`src/rtl/dqc_pkg.sv`:
```
package dqc_pkg;

    typedef enum logic [1:0] {
        CMD_READ  = 2'b00,
        CMD_WRITE = 2'b01,
        CMD_NOP_R = 2'b10,
        CMD_NOP_W = 2'b11
    } dqc_cmd_e;

    typedef enum logic [1:0] {
        MODE_DRIVE_LOW  = 2'b00,
        MODE_DRIVE_DATA = 2'b01,
        MODE_TERMINATE  = 2'b10
    } dqc_mode_e;

endpackage

```
`src/rtl/dqc_cmd_decode.sv`:
```
module dqc_cmd_decode
    import dqc_pkg::*;
(
    input  logic     clk,
    input  logic     rst_n,
    input  logic     rnw_i,
    input  logic     load_n_i,
    output logic     rd_start_o,
    output dqc_cmd_e cmd_q_o
);

    dqc_cmd_e cmd_d;

    always_comb begin
        unique case ({load_n_i, rnw_i})
            2'b01:   cmd_d = CMD_READ;
            2'b00:   cmd_d = CMD_WRITE;
            2'b11:   cmd_d = CMD_NOP_R;
            default: cmd_d = CMD_NOP_W;
        endcase
    end

    assign rd_start_o = (cmd_d == CMD_READ);

    always_ff @(posedge clk or negedge rst_n) begin
        if (!rst_n) begin
            cmd_q_o <= CMD_NOP_R;
        end else begin
            cmd_q_o <= cmd_d;
        end
    end

endmodule

```
`src/rtl/dqc_read_window.sv`:
```
module dqc_read_window #(
    parameter int READ_LATENCY = 2,
    parameter int BURST_LEN    = 2
) (
    input  logic clk,
    input  logic rst_n,
    input  logic rd_start_i,
    output logic win_next_o
);

    localparam int CNT_W = $clog2(BURST_LEN + 1);
    localparam logic [CNT_W-1:0] BEATS = CNT_W'(BURST_LEN);

    logic [READ_LATENCY-1:0] dly_q;
    logic [CNT_W-1:0]        beats_q;
    logic [CNT_W-1:0]        beats_d;
    logic                    tap;

    // latency delay line; its last stage arms the beat counter
    generate
        if (READ_LATENCY == 1) begin : g_lat1
            always_ff @(posedge clk or negedge rst_n) begin
                if (!rst_n) dly_q <= '0;
                else        dly_q <= rd_start_i;
            end
        end else begin : g_latn
            always_ff @(posedge clk or negedge rst_n) begin
                if (!rst_n) dly_q <= '0;
                else        dly_q <= {dly_q[READ_LATENCY-2:0], rd_start_i};
            end
        end
    endgenerate

    assign tap = dly_q[READ_LATENCY-1];

    always_comb begin
        if (tap) begin
            beats_d = BEATS;
        end else if (beats_q != '0) begin
            beats_d = beats_q - 1'b1;
        end else begin
            beats_d = '0;
        end
    end

    always_ff @(posedge clk or negedge rst_n) begin
        if (!rst_n) beats_q <= '0;
        else        beats_q <= beats_d;
    end

    assign win_next_o = (beats_d != '0);

endmodule

```
`src/rtl/dqc_mode_fsm.sv`:
```
module dqc_mode_fsm
    import dqc_pkg::*;
(
    input  logic      clk,
    input  logic      rst_n,
    input  logic      rnw_i,
    input  logic      win_next_i,
    output dqc_mode_e mode_o,
    output logic      drv_en_o,
    output logic      drv_data_o,
    output logic      term_en_o
);

    dqc_mode_e state_q;
    dqc_mode_e state_d;

    // transitions go_term / go_data / go_low, identical from every state
    always_comb begin
        unique case (state_q)
            MODE_DRIVE_LOW, MODE_DRIVE_DATA, MODE_TERMINATE: begin
                if (!rnw_i)          state_d = MODE_TERMINATE;
                else if (win_next_i) state_d = MODE_DRIVE_DATA;
                else                 state_d = MODE_DRIVE_LOW;
            end
            default: state_d = MODE_DRIVE_LOW;
        endcase
    end

    always_ff @(posedge clk or negedge rst_n) begin
        if (!rst_n) state_q <= MODE_DRIVE_LOW;
        else        state_q <= state_d;
    end

    // registered pad controls, decoded from the next state
    always_ff @(posedge clk or negedge rst_n) begin
        if (!rst_n) begin
            drv_en_o   <= 1'b1;
            drv_data_o <= 1'b0;
            term_en_o  <= 1'b0;
        end else begin
            unique case (state_d)
                MODE_TERMINATE: begin
                    drv_en_o   <= 1'b0;
                    drv_data_o <= 1'b0;
                    term_en_o  <= 1'b1;
                end
                MODE_DRIVE_DATA: begin
                    drv_en_o   <= 1'b1;
                    drv_data_o <= 1'b1;
                    term_en_o  <= 1'b0;
                end
                default: begin
                    drv_en_o   <= 1'b1;
                    drv_data_o <= 1'b0;
                    term_en_o  <= 1'b0;
                end
            endcase
        end
    end

    assign mode_o = state_q;

endmodule

```
`src/rtl/dq_bus_ctl.sv`:
```
module dq_bus_ctl
    import dqc_pkg::*;
#(
    parameter int READ_LATENCY = 2,
    parameter int BURST_LEN    = 2
) (
    input  logic       clk,
    input  logic       rst_n,
    input  logic       rnw_i,
    input  logic       load_n_i,
    output logic       drv_en_o,
    output logic       drv_data_o,
    output logic       term_en_o,
    output logic [1:0] cmd_o,
    output logic [1:0] mode_o
);

    dqc_cmd_e  cmd_q;
    dqc_mode_e mode_q;
    logic      rd_start;
    logic      win_next;

    dqc_cmd_decode u_decode (
        .clk        (clk),
        .rst_n      (rst_n),
        .rnw_i      (rnw_i),
        .load_n_i   (load_n_i),
        .rd_start_o (rd_start),
        .cmd_q_o    (cmd_q)
    );

    dqc_read_window #(
        .READ_LATENCY (READ_LATENCY),
        .BURST_LEN    (BURST_LEN)
    ) u_window (
        .clk        (clk),
        .rst_n      (rst_n),
        .rd_start_i (rd_start),
        .win_next_o (win_next)
    );

    dqc_mode_fsm u_fsm (
        .clk        (clk),
        .rst_n      (rst_n),
        .rnw_i      (rnw_i),
        .win_next_i (win_next),
        .mode_o     (mode_q),
        .drv_en_o   (drv_en_o),
        .drv_data_o (drv_data_o),
        .term_en_o  (term_en_o)
    );

    assign cmd_o  = cmd_q;
    assign mode_o = mode_q;

endmodule

```
`config.mk`:
```
export PLATFORM = sky130hd
export DESIGN_NAME = dq_bus_ctl
export DESIGN_NICKNAME = d
export VERILOG_FILES = /design/src/rtl/dqc_pkg.sv /design/src/rtl/dqc_cmd_decode.sv /design/src/rtl/dqc_read_window.sv /design/src/rtl/dqc_mode_fsm.sv /design/src/rtl/dq_bus_ctl.sv
export SDC_FILE = /design/constraint.sdc
export NUM_CORES = 1
export LEC_CHECK = 0
export BUFFER_PORTS_ARGS = -buffer_cell sky130_fd_sc_hd__buf_2
export CAP_MARGIN = 20
export CORE_AREA = 2 2 39 41
export DETAILED_ROUTE_END_ITERATION = 16
export DIE_AREA = 0 0 41 43
export PLACE_DENSITY = 0.44
export SKIP_CTS_REPAIR_TIMING = 1
export SKIP_LAST_GASP = 1
export SYNTH_ARGS = -nofsm -noshare
export SYNTH_HDL_FRONTEND = slang
export SYNTH_SLANG_ARGS = --single-unit
```
`constraint.sdc`:
```
create_clock -name clk -period 0.8 [get_ports clk]
set_input_delay 0.16 -clock clk [delete_from_list [all_inputs] [get_ports clk]]
set_output_delay 0.16 -clock clk [all_outputs]
set_load 0.05 [all_outputs]
```
* Word-level counts from Yosys, hierarchy flattened *
Index checks and enable logic that the tools add are counted.
Widths: inputs -> output; s select.

word-level totals
  register bits = 11
  output and inout port bits = 7
  logic and storage cells = 29

operators by class
  $add $sub $neg = 1
  equality and inequality tests = 6
  mux-type cells = 9
  reduce and logical (&&, ||, !) cells = 6

operators with widths
  operator             number
  $mux 2               4
  $eq 2x1->1 const B   3
  $eq 2x2->1 const B   3
  $logic_not 2->1      3
  $pmux 2 s3           1
  $mux 1               4
  $reduce_bool 2->1    2
  $reduce_or 3->1      1
  $sub 2x1->2 const B  1

* Depth between registers and ports, before layout *
  depth after elaboration = 9
  mapped depth = 2

* By module *
Synthesis repeated with hierarchy kept, for this count alone.

unflattened totals
  cells, all modules = 23
  area, all modules = 350.3 um2

modules (own cells, without submodules)
  module           times used  cells an instance  area an instance (um2)  seq. area each (um2)
  dqc_mode_fsm     1           11                 157.7                   126.4
  dqc_read_window  1           7                  127.6                   100.1
  dqc_cmd_decode   1           5                  65.1                    51.3

* Least setup slack after synthesis *
No wires, ideal clock.

  path type = flip-flop to flip-flop
  start = register u_fsm.state_q[1] (netlist: u_fsm.mode_o[1])
  end = register u_fsm.state_q[1] (netlist: u_fsm.mode_o[1])
  setup time = 158 ps
  data arrival time = 794 ps
  slack = -153 ps
  stages on the path, launching flop included = 2
  cell sequence = dfrtp_1 > a21oi_1

on the way
  cells in the longest elaborated chain, start to end = 3

RTL lines
  item                                      line                text
  start: declaration                        dqc_mode_fsm.sv:14  dqc_mode_e state_q;
  start signal: assignment                  dqc_mode_fsm.sv:31  else state_q <= state_d;
  $eq 2x1->1, or another cell as far along  dqc_mode_fsm.sv:19  unique case (state_q)
  $reduce_or 3->1 *                         dqc_mode_fsm.sv:19
  $mux 2 *                                  dqc_mode_fsm.sv:19
  named net u_fsm.state_d[1]                dqc_mode_fsm.sv:15  dqc_mode_e state_d;

Mark *: on every way through the listed nets, which the timed path passes. The rest lies on a longest branch.

* Final worst setup path *
  start = register u_fsm.drv_en_o
  end = output port drv_en_o

RTL lines
  item                      line                text
  start: declaration        dqc_mode_fsm.sv:9   output logic drv_en_o,
  start signal: assignment  dqc_mode_fsm.sv:37  drv_en_o <= 1'b1;
  start signal: assignment  dqc_mode_fsm.sv:43  drv_en_o <= 1'b0;
  start signal: assignment  dqc_mode_fsm.sv:48  drv_en_o <= 1'b1;
  end: declaration          dq_bus_ctl.sv:11    output logic drv_en_o,

No word-level cell between the ends.

==> metrics <==
row count=14; first-pass GRT wire length=828 microns; Ports=11; die area=0.00176 sq mm; CTS clock-pin slew for the worst setup and hold paths=0.06 ns; Post-Synthesis Cells=22; Clock Latency Late Sink=0.26 ns; setup TNS=-1.48 ns; Final period util=1.37; Synth warnings=0; Seq cells post-synth=11; syn avg cell area=15.4 sq um; fin crit period=1.10 ns; total power divided by cell area=2270 mW/mm^2; Setup WS post-layout=-0.296 ns; FFs w/ async S/R, synth=1.00; library cells used by synthesis=9; antenna-violating nets left=0; MaxCap Viol Count=0; share of the synthesized area in the top cell type=0.667; Synth-to-Final Area Change=54.4%; min-delay worst type=in -> reg; Num CTS Buffers=3; first-pass iteration count of the detailed router=2; Slowest cell on crit path=dfstp_2; largest net degree at the start of global routing=12; static leakage=0.000247 uW; Fill cells=131; relative slew slack=0.844; Area contributors post-synth=dfrtp_1 (67%), dfstp_2 (16%), a211oi_1 (4.4%); Achievable Freq=0.912 GHz; via count=223; failing checks=negative setup slack; Final Hold Viols=0; clk buf depth=2; Peak VDD IR=963 uV; Antenna Cells=0; CTS Sinks=11; Hold WS=0.0712 ns; Slew Viols, Final=0; final setup vio count=9; prevailing post-synth register cell=dfrtp_1; unrepaired setup endpoints after global routing=true; Starting DRT DRC Count=2; WL per Instance=9.93 microns; Vias per Instance=4.13; DR DRC count=0; I/O Buffers=10; Worst setup SP type=register; WS Path Type=reg -> out; synthesized area=338 sq um; syn nets=26; gr ovfl total=0; Nets=43; CTS H-Tree Depth=1; CTS Root Cell=clkbuf_4; status=finished, violations left; Tot GR Track Use=0.0830; global placement routability congestion=0.676; Detailed Route WL=536 microns; skew final=0.00160 ns; core box area=0.00138 sq mm; required time of the critical path=0.64 ns; post-synthesis sequential area ratio=0.822; vias in the first global route=217; share of layout cells above drive strength 1=0.553; Arr. time, crit path=0.94 ns; Least-Margin Pin Slew=0.234 ns; most common cell in the synthesized netlist=dfrtp_1; Initial Utilization=0.244; Post-synth EDFFs=0; initial antenna violation count=0; worst path bufs/invs=1; TritonCTS clock tree=done; maximum fanout along the worst path=1; area leader, netlist=dfrtp_1; Setup crit end kind=primary output; slowest stage delay, CP=0.53 ns; HPWL after DPL=353 microns; Worst path top cell family by delay=flip-flops; die height=43 microns; worst-path cell chain=buf_6; Die W=41 microns
[where the power goes]
part | leakage [uW] | switching, uW | internal (uW) | total (uW)
clock network | 0.0000150 | 166 | 193 | 359
logic | 0.0000998 | 124 | 78.9 | 203
registers | 0.000132 | 26.0 | 598 | 624
[layer usage]
layer,wire [microns],track usage,vias up
li1,-,-,104
met3,27,0.0471,2
met1,200,0.0790,112
met4,8,0.120,0
met2,299,0.0969,5
met5,0,0,-
[cells by family after synthesis]
logic type      Yosys count  synth area share
simple gates              3            0.0445
flops                    11             0.822
buf+inv                   3            0.0333
compound gates            5             0.100
[metrics by stage]
stage	util	total power, uW	instance area (sq um)	worst slack (ns)	std cells
final	0.377	1190	522	-0.296	54
after detailed placement	0.294	778	407	-0.0998	47
after floorplan	-	733	340	-0.0468	22
after CTS	0.313	1150	433	-0.397	51
after global placement	0.294	776	407	-0.103	47
after global routing	0.377	1270	522	-0.337	54
[flip-flops by register name (all words and copies together), names as in the netlist]
register / count
u_fsm.drv_data_o: 1
u_fsm.drv_en_o: 1
u_fsm.mode_o: 2
u_fsm.term_en_o: 1
u_window.beats_q: 2
u_window.dly_q: 2
u_decode.cmd_q_o: 2
[placed cells by master (no fill, tap or decap), drive strengths merged]
| cell | count |
|---|---|
| dfrtp | 9 |
| dlygate4sd3 | 2 |
| a21o | 1 |
| clkbuf | 4 |
| buf | 11 |
| a211oi | 2 |
| nor2 | 2 |
| inv | 2 |
| a21oi | 2 |
| nor3b | 1 |
| dfstp | 2 |
[cell type report]
type | instances | area, sq um | share of cell area
flip-flops and latches | 11 | 280 | 0.537
repair buffers | 13 | 129 | 0.247
multi-input cells | 8 | 58.8 | 0.113
clock buffers | 4 | 26.3 | 0.0504
well taps | 16 | 20.0 | 0.0384
inverters | 2 | 7.51 | 0.0144
[path summary, 6_finish.rpt]
kind | start | end | slack [ns] | cells after the start
setup / recovery | u_fsm.drv_en_o | drv_en_o | -0.30 | 1
min in group asynchronous | rst_n | u_decode.cmd_q_o[0] | 0.29 | 2
max in group asynchronous | rst_n | u_decode.cmd_q_o[1] | 0.25 | 2
setup reg to reg | u_fsm.mode_o[1] | u_fsm.mode_o[0] | -0.01 | 2
hold reg to reg | u_window.dly_q[0] | u_window.dly_q[1] | 0.35 | 0
hold / removal | rnw_i | u_fsm.term_en_o | 0.07 | 2
Power figures use the tool's default switching activity.
